**config.mk**
```make
export PLATFORM = sky130hd
export DESIGN_NAME = wprot_unit
export DESIGN_NICKNAME = d
export VERILOG_FILES = /design/src/rtl/wprot_pkg.sv /design/src/rtl/wprot_key_fsm.sv /design/src/rtl/wprot_addr_class.sv /design/src/rtl/wprot_gate.sv /design/src/rtl/wprot_unit.sv
export SDC_FILE = /design/constraint.sdc
export NUM_CORES = 1
export LEC_CHECK = 0
export BUFFER_PORTS_ARGS = -buffer_cell sky130_fd_sc_hd__buf_2
export CAP_MARGIN = 30
export CORE_ASPECT_RATIO = 1.1
export CORE_UTILIZATION = 35
export DETAILED_ROUTE_END_ITERATION = 8
export PLACE_DENSITY = 0.84
export SETUP_SLACK_MARGIN = 0.5
export SLEW_MARGIN = 20
export SYNTH_ARGS = -nofsm -noshare
export SYNTH_HDL_FRONTEND = slang
export SYNTH_SLANG_ARGS = --single-unit
```
**constraint.sdc**
```tcl
create_clock -name clk -period 1.7 [get_ports clk]
set_clock_uncertainty 0.15 [all_clocks]
set_input_delay 0.34 -clock clk [delete_from_list [all_inputs] [get_ports clk]]
set_output_delay 0.34 -clock clk [all_outputs]
set_load 0.05 [all_outputs]
```
**src/rtl/wprot_pkg.sv**
```systemverilog
package wprot_pkg;

    typedef enum logic [1:0] {
        KS_LOCKED = 2'd0,
        KS_HALF   = 2'd1,
        KS_OPEN   = 2'd2,
        KS_BARRED = 2'd3
    } key_state_t;

    typedef enum logic [1:0] {
        RG_NONE = 2'd0,
        RG_PROG = 2'd1,
        RG_DATA = 2'd2,
        RG_OPT  = 2'd3
    } region_t;

    typedef struct packed {
        region_t region;
        logic    boot_hit;
        logic    size_byte;
    } wr_class_t;

    localparam int NUM_LANES = 2;
    localparam logic [1:0] SEL_STATUS = 2'd2;

endpackage

```
**src/rtl/wprot_key_fsm.sv**
```systemverilog
module wprot_key_fsm
    import wprot_pkg::*;
#(
    parameter int             DW    = 8,
    parameter logic [DW-1:0]  KEY_A = 8'hA5,
    parameter logic [DW-1:0]  KEY_B = 8'h3C
) (
    input  logic          clk,
    input  logic          rst,
    input  logic          key_wr,
    input  logic [DW-1:0] key_data,
    input  logic          relock,
    output logic          unlocked
);

    key_state_t state_q, state_d;

    always_comb begin
        state_d = state_q;
        if (key_wr) begin
            unique case (state_q)
                KS_LOCKED: state_d = (key_data == KEY_A) ? KS_HALF : KS_BARRED;
                KS_HALF:   state_d = (key_data == KEY_B) ? KS_OPEN : KS_BARRED;
                default:   state_d = state_q;
            endcase
        end else if (relock && state_q == KS_OPEN) begin
            state_d = KS_LOCKED;
        end
    end

    always_ff @(posedge clk) begin
        if (rst) state_q <= KS_LOCKED;
        else     state_q <= state_d;
    end

    assign unlocked = (state_q == KS_OPEN);

endmodule

```
**src/rtl/wprot_addr_class.sv**
```systemverilog
module wprot_addr_class
    import wprot_pkg::*;
#(
    parameter int ADDR_W     = 16,
    parameter int CNT_W      = 8,
    parameter int PROG_BASE  = 'h8000,
    parameter int PROG_BYTES = 8192,
    parameter int DATA_BASE  = 'h4000,
    parameter int DATA_BYTES = 640,
    parameter int OPT_BASE   = 'h4800,
    parameter int OPT_BYTES  = 64,
    parameter int SIZE_OFS   = 1,
    parameter int PAGE_BYTES = 64
) (
    input  logic [ADDR_W-1:0] addr,
    input  logic [CNT_W-1:0]  boot_pages,
    output wr_class_t         cls
);

    localparam int PAGE_SHIFT = $clog2(PAGE_BYTES);
    localparam int XW         = ADDR_W + 1;

    localparam logic [XW-1:0] PROG_LO  = XW'(PROG_BASE);
    localparam logic [XW-1:0] PROG_HI  = XW'(PROG_BASE + PROG_BYTES);
    localparam logic [XW-1:0] DATA_LO  = XW'(DATA_BASE);
    localparam logic [XW-1:0] DATA_HI  = XW'(DATA_BASE + DATA_BYTES);
    localparam logic [XW-1:0] OPT_LO   = XW'(OPT_BASE);
    localparam logic [XW-1:0] OPT_HI   = XW'(OPT_BASE + OPT_BYTES);
    localparam logic [XW-1:0] SIZE_ADR = XW'(OPT_BASE + SIZE_OFS);

    logic [XW-1:0] ax;
    logic [XW-1:0] prog_ofs;
    logic [XW-1:0] page_num;
    logic [XW-1:0] boot_ext;
    logic          in_prog, in_data, in_opt;

    always_comb begin
        ax       = {1'b0, addr};
        in_prog  = (ax >= PROG_LO) && (ax < PROG_HI);
        in_data  = (ax >= DATA_LO) && (ax < DATA_HI);
        in_opt   = (ax >= OPT_LO)  && (ax < OPT_HI);
        prog_ofs = ax - PROG_LO;
        page_num = prog_ofs >> PAGE_SHIFT;
        boot_ext = XW'(boot_pages);

        cls.region    = in_prog ? RG_PROG :
                        in_data ? RG_DATA :
                        in_opt  ? RG_OPT  : RG_NONE;
        cls.boot_hit  = in_prog && (page_num < boot_ext);
        cls.size_byte = (ax == SIZE_ADR);
    end

endmodule

```
**src/rtl/wprot_gate.sv**
```systemverilog
module wprot_gate
    import wprot_pkg::*;
(
    input  logic      clk,
    input  logic      rst,
    input  logic      wr_req,
    input  logic      ext_prog,
    input  wr_class_t cls,
    input  logic      prog_open,
    input  logic      data_open,
    output logic      wr_allow,
    output logic      wr_violation
);

    logic permit;
    logic mapped;

    always_comb begin
        mapped = (cls.region != RG_NONE);
        unique case (cls.region)
            RG_PROG: permit = ext_prog | (prog_open & ~cls.boot_hit);
            RG_DATA: permit = ext_prog | data_open;
            RG_OPT:  permit = ext_prog | (data_open & ~cls.size_byte);
            default: permit = 1'b0;
        endcase
    end

    always_ff @(posedge clk) begin
        if (rst) begin
            wr_allow     <= 1'b0;
            wr_violation <= 1'b0;
        end else begin
            wr_allow     <= wr_req & permit;
            wr_violation <= wr_req & mapped & ~permit;
        end
    end

endmodule

```
**src/rtl/wprot_unit.sv**
```systemverilog
module wprot_unit
    import wprot_pkg::*;
#(
    parameter int             ADDR_W     = 16,
    parameter int             DW         = 8,
    parameter int             CNT_W      = 8,
    parameter logic [DW-1:0]  KEY_A      = 8'hA5,
    parameter logic [DW-1:0]  KEY_B      = 8'h3C,
    parameter int             PROG_BASE  = 'h8000,
    parameter int             PROG_BYTES = 8192,
    parameter int             DATA_BASE  = 'h4000,
    parameter int             DATA_BYTES = 640,
    parameter int             OPT_BASE   = 'h4800,
    parameter int             OPT_BYTES  = 64,
    parameter int             SIZE_OFS   = 1,
    parameter int             PAGE_BYTES = 64
) (
    input  logic              clk,
    input  logic              rst,
    input  logic              reg_wr,
    input  logic [1:0]        reg_sel,
    input  logic [DW-1:0]     reg_wdata,
    input  logic [CNT_W-1:0]  boot_pages,
    input  logic              ext_prog,
    input  logic              wr_req,
    input  logic [ADDR_W-1:0] wr_addr,
    output logic              wr_allow,
    output logic              wr_violation,
    output logic              prog_unlocked,
    output logic              data_unlocked
);

    logic [NUM_LANES-1:0] lane_open;
    wr_class_t            cls;

    for (genvar g = 0; g < NUM_LANES; g++) begin : g_lane
        logic key_wr;
        logic relock;
        assign key_wr = reg_wr && (reg_sel == 2'(g));
        assign relock = reg_wr && (reg_sel == SEL_STATUS) && !reg_wdata[g];

        wprot_key_fsm #(
            .DW    (DW),
            .KEY_A (KEY_A),
            .KEY_B (KEY_B)
        ) u_fsm (
            .clk      (clk),
            .rst      (rst),
            .key_wr   (key_wr),
            .key_data (reg_wdata),
            .relock   (relock),
            .unlocked (lane_open[g])
        );
    end

    wprot_addr_class #(
        .ADDR_W     (ADDR_W),
        .CNT_W      (CNT_W),
        .PROG_BASE  (PROG_BASE),
        .PROG_BYTES (PROG_BYTES),
        .DATA_BASE  (DATA_BASE),
        .DATA_BYTES (DATA_BYTES),
        .OPT_BASE   (OPT_BASE),
        .OPT_BYTES  (OPT_BYTES),
        .SIZE_OFS   (SIZE_OFS),
        .PAGE_BYTES (PAGE_BYTES)
    ) u_class (
        .addr       (wr_addr),
        .boot_pages (boot_pages),
        .cls        (cls)
    );

    wprot_gate u_gate (
        .clk          (clk),
        .rst          (rst),
        .wr_req       (wr_req),
        .ext_prog     (ext_prog),
        .cls          (cls),
        .prog_open    (lane_open[0]),
        .data_open    (lane_open[1]),
        .wr_allow     (wr_allow),
        .wr_violation (wr_violation)
    );

    assign prog_unlocked = lane_open[0];
    assign data_unlocked = lane_open[1];

endmodule

```
== After elaboration in Yosys (flattened, before gate mapping) ==
Index checks and enable logic that the tools add are counted.

* Register bits: 6
* Bits of input ports: 39
* Output and inout port bits: 4
* Logic and storage cells: 70

* $add $sub $neg: 1
* Magnitude comparators: 7
* Equal/unequal tests: 14
* Muxes and demuxes: 12
* Bitwise logic cells: 11
* Reduce and logical (&&, ||, !) cells: 21

{| class="wikitable"
|+ Operator list
! operator !! count
|-
| >= comparator 16 x 15 -> 1 bit (second input constant) || 2
|-
| < comparator 16 x 15 -> 1 bit (second input constant) || 2
|-
| subtractor 16 x 16 -> 17 bit (second input constant) || 1
|-
| == test 16 x 15 -> 1 bit (second input constant) || 1
|-
| >= comparator 16 bit (second input constant) || 1
|-
| < comparator 16 bit (second input constant) || 1
|-
| 2-to-1 mux 2 bit || 8
|-
| logical AND 1 bit || 11
|-
| < comparator 11 x 8 -> 1 bit || 1
|-
| == test 2 bit (second input constant) || 5
|-
| == test 2 x 1 -> 1 bit (second input constant) || 4
|-
| == test 8 x 6 -> 1 bit (second input constant) || 1
|-
| == test 8 bit (second input constant) || 1
|-
| case mux 2 bit (2 select lines) || 2
|-
| zero test 2 bit || 3
|-
| inequality test 3 x 1 -> 1 bit (second input constant) || 2
|-
| nonzero test 2 bit || 3
|-
| bitwise AND 1 bit || 5
|-
| AND reduction 2 bit || 2
|-
| inverter 1 bit || 3
|-
| OR 1 bit || 3
|-
| case mux 1 bit (3 select lines) || 1
|-
| zero test 1 bit || 2
|-
| 2-to-1 mux 1 bit || 1
|}

== Longest topological paths before layout ==
* Depth after elaboration: 9
* Gate-level depth with buffers: 7

== By module ==
A second synthesis with hierarchy kept.

* Cells, all modules: 78
* Area, all modules: 634.4 µm²

{| class="wikitable"
|+ By module, submodules not included
! module !! instances !! cells an instance !! area each (µm²) !! sequential area each (µm²)
|-
| wprot_addr_class || 1 || 35 || 275.3 || 0.0
|-
| wprot_key_fsm || 2 || 15 || 116.4 || 40.0
|-
| wprot_gate || 1 || 9 || 83.8 || 40.0
|-
| wprot_unit || 1 || 4 || 42.5 || 0.0
|}

== Least setup slack after synthesis ==
Ideal clock, no wire load.

* Path kind: reg-to-reg
* From: register g_lane[1].u_fsm.state_q[1]
* To: register u_gate.wr_violation
* Library setup time: 0.133 ns
* Data arrival time: 1.446 ns
* Data required time: 1.417 ns
* Slack: -0.029 ns
* Cell stages (with the launch flop): 5
* Clock period less this slack: 1.729 ns
* Path through: dfxtp_1 > nor2b_1 > nand3_2 > mux2i_1 > a2111oi_1

* Longest elaborated chain between the ends: 6

{| class="wikitable"
|+ Ends and longest elaborated chain
! what !! line !! RTL
|-
| start, declared || wprot_key_fsm.sv:16 || <nowiki>key_state_t state_q, state_d;</nowiki>
|-
| start signal, assigned || wprot_key_fsm.sv:33 || <nowiki>else state_q <= state_d;</nowiki>
|-
| == test 2 bit * || wprot_key_fsm.sv:36 || <nowiki>assign unlocked = (state_q == KS_OPEN);</nowiki>
|-
| net data_unlocked || wprot_unit.sv:30 || <nowiki>output logic data_unlocked</nowiki>
|-
| bitwise AND 1 bit || wprot_gate.sv:23 || <nowiki>RG_OPT: permit = ext_prog | (data_open & ~cls.size_byte);</nowiki>
|-
| OR 1 bit || wprot_gate.sv:23 ||
|-
| case mux 1 bit (3 select lines) * || wprot_gate.sv:20 || <nowiki>unique case (cls.region)</nowiki>
|-
| inverter 1 bit * || wprot_gate.sv:34 || <nowiki>wr_violation <= wr_req & mapped & ~permit;</nowiki>
|-
| bitwise AND 1 bit * || wprot_gate.sv:34 ||
|-
| end signal, assigned || wprot_gate.sv:34 ||
|-
| end, declared || wprot_gate.sv:12 || <nowiki>output logic wr_violation</nowiki>
|}

Mark *: on every way through the listed nets, which the timed path passes. The rest lies on a longest branch.
A chain may end at the register's enable or synchronous reset.

== Worst setup path in the final report ==
* From: input port wr_addr[13]
* To: register u_gate.wr_allow

* Longest elaborated chain between the ends: 8

{| class="wikitable"
|+ Ends and longest elaborated chain
! what !! line !! RTL
|-
| start, declared || wprot_unit.sv:26 || <nowiki>input logic [ADDR_W-1:0] wr_addr,</nowiki>
|-
| subtractor 16 x 16 -> 17 bit (tied with other cells) || wprot_addr_class.sv:42 || <nowiki>prog_ofs = ax - PROG_LO;</nowiki>
|-
| < comparator 11 x 8 -> 1 bit (tied with other cells) || wprot_addr_class.sv:49 || <nowiki>cls.boot_hit = in_prog && (page_num < boot_ext);</nowiki>
|-
| logical AND 1 bit or 2-to-1 mux 2 bit (tied branches) || wprot_addr_class.sv:49, wprot_addr_class.sv:48 ||
|-
| inverter 1 bit or 2-to-1 mux 2 bit (tied branches) || wprot_gate.sv:21, wprot_addr_class.sv:47 ||
|-
| bitwise AND 1 bit or 2-to-1 mux 2 bit (tied branches) || wprot_gate.sv:21, wprot_addr_class.sv:46 ||
|-
| OR 1 bit (tied with other cells) || wprot_gate.sv:21 || <nowiki>RG_PROG: permit = ext_prog | (prog_open & ~cls.boot_hit);</nowiki>
|-
| case mux 1 bit (3 select lines) * || wprot_gate.sv:20 ||
|-
| bitwise AND 1 bit * || wprot_gate.sv:33 || <nowiki>wr_allow <= wr_req & permit;</nowiki>
|-
| end signal, assigned || wprot_gate.sv:33 ||
|-
| end, declared || wprot_gate.sv:11 || <nowiki>output logic wr_allow,</nowiki>
|}

Mark *: on every way between the ends. The rest lies on a longest branch, timed or not.

==> impl_results.md <==
- Syn nets: approximately 120
- Htree depth: 1
- Net Sw Frac: 0.298
- Required time worst endpoint: 1730 ps
- Met2 GRT Util: 0.416
- Synth area leaders: dfxtp_1 20%, ha_1 15%, inv_1 6.4%
- IO buf count: 42
- GRT met1 Usage: 0.190
- GR peak layer: met2
- Deepest clock path buffer count: 2
- Synth Register Bits: 6
- Root Driver: clkbuf_4
- # IOs: 43
- Run status: finished, final reports clean
- Nets: approximately 180
- Horiz. Die Dim: 41.0 microns
- Post-synthesis area per instance: around 7.6 sq um
- CTS tree: done
- Routed WL: 1930 microns
- Slew margin rel.: 0.716
- Worst EP arrival: roughly 1600 ps
- Max-cap violations: 0
- First-pass GRT wire length: 2590 microns
- Startpoint type of the worst setup path: input port
- Crit path time final: 1580 ps
- Worst-margin pin slew: 422 ps
- Cell variety after synth: 32
- RePlAce Congestion: 0.778
- Core area: about 0.0016 sq mm
- Hpwl dp: 1450 microns
- Sequential share of the synthesized area: 0.205
- Layout cell share with drive strength beyond 1: 0.610
- Setup violators final: 0
- Yosys top cell area share: 0.205
- Starting density of the core: 0.372
- Vias per std cell: 5.22
- WHS Path Cells: 2
- Psw: 0.143 mW
- Wire per inst: 12.6 microns
- Reg power frac: 0.320
- Met3 global-route usage: 0.0394
- Largest area contributor in the netlist: dfxtp_1
- DRT iter0 DRCs: 13
- Die Area: around 0.0018 sq mm
- Leakage: 0.549 nW
- Max Fclk: 632 MHz
- Num CTS Buffers: 3
- Syn Inst Count: 77
- Ys Warns: 0
- Comb pwr share: 0.410
- Antenna Cells: 0
- Die H: 44.9 microns
- Worst Reg-to-Reg Cells: 6
- Clock sink total: 6
- Internal power: ~0.34 mW
- Antenna-violating nets left: 0
- Fin. max-slew vios: 0
- Largest net degree at the start of global routing: 6
- Num rows: 15
- CP max FO: 3
- Total Routing Usage GR: 0.203
- Pre-CTS WS: -192 ps
- Vias in the first global route: 705
- # fillers: 134
- Worst vdd ir: 0.400 mV
- Clk_lat worst skew: 240 ps
- Critical path type: in2reg
- CP Capture Type: flop
- Hold Vio Cnt, Final: 0
- Drt pass-1 iters: 4
- Initial antenna violation count: 0
- Vias: 798
- Total grt overflow: 0
- Hold Crit Class: in2reg
- RSZ-0062 raised after global routing: true
- PD cells: 425 mW/mm^2
- Clock share of power: 0.270
- CTS clk-pin slew, worst paths: approximately 50 ps
- Mapped cell area: 587 sq um
- Final worst setup slack: 117 ps
- Setup TNS: 0 ps
- DRC Markers: 0
- Final Cycle Share: 0.931
- P&R area growth vs syn: 92.5%
==> layout by cell type (no fill, tap or decap), types with 2 or more instances in the layout <==
cell type	n
o21ai_1	4
a21oi_1	5
buf_6	6
buf_2	35
a31oi_1	2
nand2_1	3
ha_1	5
dfxtp_2	5
nand4_1	2
inv_1	9
nand2b_1	2
buf_8	2
clkbuf_4	3
o31ai_1	2
nor2_1	5
o21a_1	2
ha_4	2
buf_4	14
nand2b_4	2
==> worst max-delay path, stage by stage <==
cell     delay, ps
buf_2          120
buf_4          130
ha_1           290
nand4_1        110
nor2_1         120
a21oi_1         70
o31ai_1        280
o21a_1         150
==> path summary, 6_finish.rpt <==
kind | start | endpoint | slack, ps
max | wr_addr[13] | u_gate.wr_allow$_SDFF_PP0_ | 120
min | rst | g_lane[0].u_fsm.state_q[1]$_SDFFE_PP0P_ | 160
max reg2reg | g_lane[0].u_fsm.state_q[0]$_SDFFE_PP0P_ | u_gate.wr_violation$_SDFF_PP0_ | 290
min reg2reg | g_lane[1].u_fsm.state_q[0]$_SDFFE_PP0P_ | g_lane[1].u_fsm.state_q[0]$_SDFFE_PP0P_ | 370
==> final cells by class <==
class	count	area [sq um]	area share
timing repair buffer	57	378	0.334
sequential	6	126	0.112
tap	17	21.3	0.0188
clock buffer	3	22.5	0.0199
multi-input combinational	60	541	0.478
inverter	10	41.3	0.0365
==> sequential cells by signal (all words and copies together), names as in the netlist <==
register,count
g_lane.u_fsm.state_q,4
u_gate.wr_allow,1
u_gate.wr_violation,1
==> synth_stat cells, drive strengths merged <==
| cell type | count |
|---|---|
| a2111oi | 1 |
| nand3 | 2 |
| o21a | 2 |
| ha | 7 |
| or3b | 1 |
| o22ai | 1 |
| nor3 | 1 |
| mux2i | 1 |
| a21oi | 6 |
| o2111ai | 1 |
| nand2b | 4 |
| o31ai | 2 |
| o21ai | 4 |
| nand4 | 2 |
| nor4bb | 1 |
| nor4b | 2 |
| nor2b | 2 |
| a211o | 1 |
| o21bai | 1 |
| a31oi | 2 |
| buf | 1 |
| dfxtp | 6 |
| a41oi | 1 |
| or4 | 1 |
| nand4bb | 1 |
| nor2 | 5 |
| inv | 10 |
| or2 | 2 |
| nand2 | 4 |
| nor4 | 2 |
==> power groups by stage <==
stage	clock [mW]	sequential, mW	combinational (mW)
6_report	0.130	0.153	0.197
5_1_grt	0.141	0.154	0.217
4_1_cts	0.135	0.153	0.188
3_5_place_dp	0	0.155	0.161
3_3_place_gp	0	0.155	0.156
2_1_floorplan	0	0.156	0.0771
==> cells by family (layout without fill, tap and decap cells) <==
kind of cell / after synthesis / after routing / synth area share
buffers and inverters: 11 / 70 / 0.0725
AND/OR/NAND/NOR: 30 / 30 / 0.313
adder cells (fa/ha/maj): 7 / 7 / 0.149
multiplexers: 1 / 1 / 0.0171
flip-flops: 6 / 6 / 0.205
AO/OA/AOI/OAI: 22 / 22 / 0.243
==> what timing repair did <==
| item | in CTS | in global routing |
|---|---|---|
| setup buffers | 5 | 1 |
| pin swaps | 10 | 4 |
| gates resized for setup | 24 | 7 |
| setup endpoints to repair | 10 | 10 |
| hold buffers | 0 | 0 |
==> per-layer routing <==
layer / part of all wire / routed length (microns)
met2: 0.57 / 1090
met5: 0 / 0
met4: 0 / 0
met1: 0.35 / 668
met3: 0.088 / 169
==> metrics by stage <==
| step | power [mW] | hold slack (ps) | utilization | cell area [sq um] | cells |
|---|---|---|---|---|---|
| finish | 0.480 | 158 | 0.717 | 1130 | 153 |
| global route | 0.513 | 152 | 0.717 | 1130 | 153 |
| CTS | 0.475 | 146 | 0.695 | 1100 | 152 |
| detailed placement | 0.316 | 337 | 0.596 | 940 | 144 |
| global placement | 0.311 | 324 | 0.596 | 940 | 144 |
| floorplan | 0.233 | 255 | - | 646 | 77 |
Power figures use the tool's default switching activity.
